File: config.mk
export PLATFORM = sky130hd
export DESIGN_NAME = todClockTop
export DESIGN_NICKNAME = d
export VERILOG_FILES = /design/src/rtl/todPkg.sv /design/src/rtl/isoGate.sv /design/src/rtl/todStage.sv /design/src/rtl/todCarryCtl.sv /design/src/rtl/todCountPath.sv /design/src/rtl/todClockTop.sv
export SDC_FILE = /design/constraint.sdc
export NUM_CORES = 1
export LEC_CHECK = 0
export BUFFER_PORTS_ARGS = -buffer_cell sky130_fd_sc_hd__buf_4
export CAP_MARGIN = 20
export CORE_MARGIN = 10
export CORE_UTILIZATION = 50
export DETAILED_ROUTE_END_ITERATION = 8
export GPL_TIMING_DRIVEN = 0
export PLACE_DENSITY = 0.77
export SLEW_MARGIN = 20
export SYNTH_ARGS = -nofsm -noshare
export SYNTH_HDL_FRONTEND = slang
export SYNTH_SLANG_ARGS = --single-unit
File: constraint.sdc
create_clock -name sysClk -period 2.85 [get_ports sysClk]
set_input_delay 0.285 -clock sysClk [delete_from_list [all_inputs] [get_ports sysClk]]
set_output_delay 0.285 -clock sysClk [all_outputs]
set_load 0.1 [all_outputs]
File: src/rtl/todPkg.sv
`timescale 1ns/1ps
package todPkg;
  localparam int NSTAGE = 3;

  typedef struct packed {
    logic [NSTAGE-1:0] fall;   // sampled falling edge of each stage clock
    logic [NSTAGE-1:0] enLvl;  // sampled level of each stage clock (isolation enable)
  } todStrobe_t;
endpackage

File: src/rtl/isoGate.sv
`timescale 1ns/1ps
// Isolation AND: output forced to zero while enable is low.
module isoGate #(
  parameter int W = 1
) (
  input  logic         en,
  input  logic [W-1:0] din,
  output logic [W-1:0] dout
);
  assign dout = din & {W{en}};
endmodule

File: src/rtl/todStage.sv
`timescale 1ns/1ps
// One modulo counter stage with isolated next-state logic and ungated state.
module todStage #(
  parameter int MOD = 60,
  parameter int W   = $clog2(MOD)
) (
  input  logic         clk,
  input  logic         rst,
  input  logic         enLvl,
  input  logic         fall,
  output logic [W-1:0] count
);
  logic [W-1:0] nextRaw;
  logic [W-1:0] nextIso;

  assign nextRaw = (count == W'(MOD - 1)) ? '0 : count + 1'b1;

  isoGate #(.W(W)) u_iso (
    .en  (enLvl),
    .din (nextRaw),
    .dout(nextIso)
  );

  always_ff @(posedge clk or posedge rst) begin
    if (rst)       count <= '0;
    else if (fall) count <= nextIso;
  end
endmodule

File: src/rtl/todCarryCtl.sv
`timescale 1ns/1ps
// Builds gated stage clocks and sampled edge/level strobes.
module todCarryCtl
  import todPkg::*;
(
  input  logic              clk,
  input  logic              rst,
  input  logic              secPulse,
  input  logic [NSTAGE-2:0] termFlag,
  output todStrobe_t        stb,
  output logic [NSTAGE-2:0] carryClk
);
  logic [NSTAGE-1:0] stageClk;
  logic [NSTAGE-1:0] prevClk;

  assign stageClk[0] = secPulse;

  for (genvar g = 1; g < NSTAGE; g++) begin : g_carry
    isoGate #(.W(1)) u_iso (
      .en  (stageClk[g-1]),
      .din (termFlag[g-1]),
      .dout(stageClk[g])
    );
  end

  always_ff @(posedge clk or posedge rst) begin
    if (rst) prevClk <= '0;
    else     prevClk <= stageClk;
  end

  assign stb.fall  = prevClk & ~stageClk;
  assign stb.enLvl = prevClk;
  assign carryClk  = stageClk[NSTAGE-1:1];
endmodule

File: src/rtl/todCountPath.sv
`timescale 1ns/1ps
// Datapath: the three counter stages and their terminal-count decode.
module todCountPath
  import todPkg::*;
#(
  parameter int SEC_MOD = 60,
  parameter int MIN_MOD = 60,
  parameter int HR_MOD  = 24,
  parameter int TOTW    = $clog2(SEC_MOD) + $clog2(MIN_MOD) + $clog2(HR_MOD)
) (
  input  logic              clk,
  input  logic              rst,
  input  todStrobe_t        stb,
  output logic [TOTW-1:0]   cntFlat,
  output logic [NSTAGE-2:0] termFlag
);
  localparam int SW = $clog2(SEC_MOD);
  localparam int MW = $clog2(MIN_MOD);
  localparam int HW = $clog2(HR_MOD);
  localparam int MODV [NSTAGE] = '{SEC_MOD, MIN_MOD, HR_MOD};
  localparam int WV   [NSTAGE] = '{SW, MW, HW};
  localparam int OFFV [NSTAGE] = '{0, SW, SW + MW};

  for (genvar g = 0; g < NSTAGE; g++) begin : g_stage
    localparam int M = MODV[g];
    localparam int W = WV[g];
    localparam int O = OFFV[g];
    logic [W-1:0] cnt;

    todStage #(.MOD(M), .W(W)) u_stage (
      .clk  (clk),
      .rst  (rst),
      .enLvl(stb.enLvl[g]),
      .fall (stb.fall[g]),
      .count(cnt)
    );

    assign cntFlat[O +: W] = cnt;

    if (g < NSTAGE - 1) begin : g_term
      assign termFlag[g] = (cnt == W'(M - 1));
    end
  end
endmodule

File: src/rtl/todClockTop.sv
`timescale 1ns/1ps
module todClockTop
  import todPkg::*;
#(
  parameter int SEC_MOD = 60,
  parameter int MIN_MOD = 60,
  parameter int HR_MOD  = 24
) (
  input  logic                       sysClk,
  input  logic                       rst,
  input  logic                       secPulse,
  output logic [$clog2(SEC_MOD)-1:0] seconds,
  output logic [$clog2(MIN_MOD)-1:0] minutes,
  output logic [$clog2(HR_MOD)-1:0]  hours,
  output logic                       minCarryClk,
  output logic                       hourCarryClk
);
  localparam int SW   = $clog2(SEC_MOD);
  localparam int MW   = $clog2(MIN_MOD);
  localparam int HW   = $clog2(HR_MOD);
  localparam int TOTW = SW + MW + HW;

  todStrobe_t        stb;
  logic [TOTW-1:0]   cntFlat;
  logic [NSTAGE-2:0] termFlag;
  logic [NSTAGE-2:0] carryClk;

  todCarryCtl u_ctl (
    .clk     (sysClk),
    .rst     (rst),
    .secPulse(secPulse),
    .termFlag(termFlag),
    .stb     (stb),
    .carryClk(carryClk)
  );

  todCountPath #(
    .SEC_MOD(SEC_MOD), .MIN_MOD(MIN_MOD), .HR_MOD(HR_MOD), .TOTW(TOTW)
  ) u_path (
    .clk     (sysClk),
    .rst     (rst),
    .stb     (stb),
    .cntFlat (cntFlat),
    .termFlag(termFlag)
  );

  assign seconds      = cntFlat[SW-1:0];
  assign minutes      = cntFlat[SW +: MW];
  assign hours        = cntFlat[SW+MW +: HW];
  assign minCarryClk  = carryClk[0];
  assign hourCarryClk = carryClk[1];
endmodule

Yosys cells after proc, flatten, opt, wreduce, memory -nomap -nowiden
Cells that the tools add are included.
- bits in registers: 20
- input bits: 3
- output and inout port bits: 19
- $add $sub $neg: 3
- eq/ne operators: 3
- muxes and demuxes: 3
- bitwise gates (word level): 7
- operator list (operator ; number):
    6-bit by 1-bit adder with 6-bit output, second input constant ; 2
    6-bit bitwise AND ; 2
    6-bit equality test, second input constant ; 2
    6-bit 2-to-1 mux ; 2
    5-bit by 1-bit adder with 5-bit output, second input constant ; 1
    5-bit bitwise AND ; 1
    5-bit equality test, second input constant ; 1
    5-bit 2-to-1 mux ; 1
    3-bit bitwise AND ; 1
    3-bit inverter ; 1
    1-bit bitwise AND ; 2

Longest topological paths before layout
- depth in word-level cells: 5
- mapped depth: 6

Cells and area by module
Synthesis repeated with hierarchy kept, for this count alone.
- cells, all modules: 129
- area total of the unflattened synthesis: 1248.7 µm²
- modules (own cells, without submodules) (module ; instances ; cells each ; area each (µm²)):
    todStage at u_path.g_stage[0].u_stage ... ; 2 ; 38 ; 351.6
    todStage at u_path.g_stage[2].u_stage ; 1 ; 22 ; 271.5
    todCarryCtl ; 1 ; 7 ; 120.1
    isoGate at u_path.g_stage[0].u_stage.u_iso ... ; 2 ; 6 ; 37.5
    todCountPath ; 1 ; 5 ; 35.0
    isoGate at u_path.g_stage[2].u_stage.u_iso ; 1 ; 5 ; 31.3
    isoGate at u_ctl.g_carry[1].u_iso ... ; 2 ; 1 ; 6.3

Worst setup path before layout
OpenSTA, ideal clock, no wires.
- kind: reg2reg
- start point: register u_path.g_stage[0].u_stage.count[0]
- end point: register u_path.g_stage[2].u_stage.count[2]
- library setup time: 160 ps
- arrival: 2988 ps
- required time: 2690 ps
- setup slack: -298 ps
- cell stages (with the launch flop): 6
- buffers on the path: 0
- path through: dfrtp_1 ha_1 nand3b_4 nor4_4 nand3b_1 xnor2_1
- cells in the longest elaborated chain, start to end: 5
- RTL lines (item ; line ; text):
    start, declared ; todStage.sv:11 ; output logic [W-1:0] count
    start signal, assigned ; todStage.sv:26 ; else if (fall) count <= nextIso;
    6-bit equality test ; todCountPath.sv:41 ; assign termFlag[g] = (cnt == W'(M - 1));
    1-bit bitwise AND (2 in series) ; isoGate.sv:10 ; assign dout = din & {W{en}};
    net hourCarryClk ; todClockTop.sv:16 ; output logic hourCarryClk
    3-bit inverter ; todCarryCtl.sv:31 ; assign stb.fall = prevClk & ~stageClk;
    3-bit bitwise AND ; todCarryCtl.sv:31 ;
    end signal, assigned ; todStage.sv:26 ;
    end, declared ; todStage.sv:11 ;
The timed path passes the listed nets, and every way through them passes these cells.
A chain may end at the register's enable or synchronous reset.

Worst setup path in the final report
- start point: register u_path.g_stage[1].u_stage.count[0]
- end point: output hourCarryClk
- cells in the longest elaborated chain, start to end: 2
- RTL lines (item ; line):
    start, declared ; todStage.sv:11
    start signal, assigned ; todStage.sv:26
    6-bit equality test ; todCountPath.sv:41
    1-bit bitwise AND ; isoGate.sv:10
    end, declared ; todClockTop.sv:16
No other way between the ends.

==> summary.md <==
| Metric | Value |
|---|---|
| Outcome | finished, final reports clean |
| Top Ports | 22 |
| CP bufs+invs | 1 |
| Worst skew pair latency | a little under 0.3 ns |
| Seq cells post-synth | 20 |
| Port bufs | 21 |
| Syn nets | 106 |
| Cells after synthesis | 100 |
| Gpl congestion | between 0.7 and 0.8 |
| Placed Instances | about 150 |
| Crit end category | output port |
| Row count | 16 |
| Cts hold-fix bufs | 0 |
| Ant diodes | 0 |
| Die area | 0.00431 mm2 |
| Synth cell types | 33 |
| CTS H-Tree Depth | 1 |
| CTS tree | done |
| PwrDens | approximately 760 mW/mm2 |
| Synth Warn # | 0 |
| Worst Path Arrival | a little over 2 ns |
| Clk root buf | clkbuf_4 |
| Via count | approximately 820 |
| Vias/cell | 5.42 |
| Initial Utilization | 0.531 |
| Maximum vdd drop | slightly above 0.0007 V |
| CTS clk-pin slew, worst paths | 0.11 ns |
| Worst Skew | between 0.01 and 0.015 ns |
| Final Max Slew Viols | 0 |
| Global-route wire length before repair | between 3000 and 4000 um |
| Number of global-route vias before repair | approximately 790 |
| Largest stage delay, worst path | between 0.5 and 0.6 ns |
| Core area | 0.00196 mm2 |
| Setup TNS | 0 ns |
| Setup bufs post-CTS | 0 |
| Routed Antenna Nets | 0 |
| Crit path kind | reg -> out |
| Final setup violation count | 0 |
| First-pass DRT Iterations | 4 |
| Critical path's top delay family | simple AND/OR/NAND/NOR gates |
| Min cycle time layout | 2.33 ns |
| DRC Markers | 0 |
| Die width | about 66 um |
| GRT overflow | 0 |
| # clock sinks | 20 |
| Post-synthesis sequential area ratio | 0.480 |
| Initial antenna violation count | 0 |
| Final nets | 132 |
| Final hold vios | 0 |
| 1st-iter DRT viols | 35 |
| Share of layout cells above drive strength 1 | 0.352 |
| Worst slew pin tran | around 0.73 ns |
| Final wirelength | approximately 2000 um |
| Critical Path Source Type | flop |
| Slowest stage cell, crit path | nor4_4 |
| Rel. slew slack | 0.514 |
| GRT Resource Usage Total | 0.100 |
| Hpwl dp | ~1600 um |
| Number of buffers created by CTS | 3 |
| Post_cts resized | 0 |
| Worst min path class | in -> async |
| Fmax | around 430 MHz |
| Routed wire per std cell | roughly 14 um |
| Synth Area per Inst | ~10 um2 |
| Netlist Area Pre-Place | 0.00104 mm2 |
| Bufs on Longest Clock Path | 2 |
| Crit path required time | 2.57 ns |
| Crit path cell chain | ha_1 -> nand3b_1 -> nor4_4 -> buf_4 |
| Area growth syn-to-layout | 22.7% |
| Non-filler cells in the finished layout | 152 |
| RSZ-0062 raised after global routing | no |
| Largest net degree at the start of global routing | 21 |
| CP Max Fanout | 11 |
| Period utilization | 0.818 |
| # Max-Cap Violations | 0 |
| LEAKAGE | ~0.58 nW |
| Die Ht | about 66 um |
-- per-layer routing --
metal  vias to the layer above  wire (um)  global-route usage
li1                        420          -                   -
met1                       385        859               0.109
met2                        15        998               0.156
met3                         4        161              0.0492
met4                         0         40              0.0561
met5                         -          0                   0
-- layout by cell type, fill, tap and decap left out --
cell type and count:
a211o_1 2, a21o_1 1, a22o_1 1, and3b_1 1, and4b_1 1, buf_2 1
buf_4 22, clkbuf_1 2, clkbuf_4 3, dfrtp_1 9, dfrtp_2 9, dfrtp_4 2
ha_1 3, inv_1 2, mux2_2 3, mux2i_1 2, nand2_1 13, nand2b_1 4
nand3_1 5, nand3_4 1, nand3b_1 3, nand3b_4 1, nand4_1 1, nor2_1 7
nor2b_1 1, nor3_1 2, nor4_4 1, o211ai_1 3, o21ai_0 10, o21ai_1 1
o21ai_2 1, o21bai_1 1, o31ai_1 2, o41ai_1 2, or4b_1 1, xnor2_1 1
-- synthesized netlist by cell type --
master    count  area (um2)
dfrtp_1      20         500
nand2_1      13        48.8
o21ai_0      10        50.1
nor2_1        7        26.3
nand3_1       5        25.0
nand2b_1      4        25.0
ha_1          3        37.5
mux2_2        3        33.8
nand3b_1      3        22.5
o211ai_1      3        22.5
a211o_1       2        17.5
inv_1         2        7.51
mux2i_1       2        20.0
nor3_1        2        10.0
o31ai_1       2        15.0
o41ai_1       2        17.5
a21o_1        1        7.51
a22o_1        1        8.76
and3b_1       1        8.76
and4b_1       1        10.0
buf_2         1        5.00
buf_4         1        7.51
clkbuf_1      1        3.75
nand3_4       1        17.5
nand3b_4      1        20.0
nand4_1       1        6.26
nor2b_1       1        6.26
nor4_4        1        21.3
o21ai_1       1        5.00
o21ai_2       1        8.76
o21bai_1      1        7.51
or4b_1        1        10.0
xnor2_1       1        8.76
-- flip-flops by register name, summed over array words and instances, names as in the netlist --
name / cells
u_path.g_stage.u_stage.count: 17
u_ctl.prevClk: 3
-- cell families after synthesis --
group | after synthesis | synth area share
flops | 20 | 0.480
mux | 5 | 0.0516
buf+inv | 5 | 0.0228
fa+ha+maj | 3 | 0.0360
xor+xnor | 1 | 0.00840
compound gates | 24 | 0.154
simple gates | 42 | 0.247
-- layout make-up --
class / count / area (um2)
Sequential cell: 20 / 519
Fill cell: 177 / 683
Multi-Input combinational cell: 75 / 518
Clock buffer: 4 / 26.3
Inverter: 2 / 7.51
Tap cell: 27 / 33.8
Buffer: 3 / 16.3
Timing Repair Buffer: 21 / 158
-- worst reg2reg max path, delay by kind of cell, from the launching register on --
family,cells,cell delay [ns]
XOR/XNOR,1,0.12
adder cells (fa/ha/maj),1,0.22
flip-flops,1,0.46
AND/OR/NAND/NOR,3,0.87
-- power breakdown --
group,internal [W],total [W],switching (W)
combinational,0.000108,0.000453,0.000346
clock,0.0000544,0.000134,0.0000799
sequential,0.000327,0.000384,0.0000571
total,0.000489,0.000971,0.000483
-- stage by stage --
step | util | area, um2 | power [W] | setup WS, ns | hold WS [ns]
after floorplan | - | 1060 | 0.000753 | 0.00295 | 0.248
after global placement | 0.638 | 1250 | 0.000843 | 0.868 | 0.446
after detailed placement | 0.638 | 1250 | 0.000849 | 0.868 | 0.448
after CTS | 0.652 | 1280 | 0.000987 | 0.513 | 0.124
after global routing | 0.652 | 1280 | 0.00102 | 0.372 | 0.137
final | 0.652 | 1280 | 0.000971 | 0.519 | 0.102
-- worst paths after layout --
| path | slack, ns | cells after the start | end | start |
|---|---|---|---|---|
| max reg2reg | 1.10 | 5 | u_path.g_stage[2].u_stage.count[2] | u_path.g_stage[1].u_stage.count[0] |
| max in group asynchronous | 2.22 | 2 | u_path.g_stage[1].u_stage.count[1] | rst |
| max | 0.52 | 4 | hourCarryClk | u_path.g_stage[1].u_stage.count[0] |
| min reg2reg | 0.53 | 1 | u_path.g_stage[0].u_stage.count[0] | u_path.g_stage[0].u_stage.count[0] |
| min in group sysClk | 0.14 | 1 | u_ctl.prevClk[0] | secPulse |
| min | 0.10 | 2 | u_ctl.prevClk[0] | rst |
Note: power is estimated with default switching activity, not from simulation.
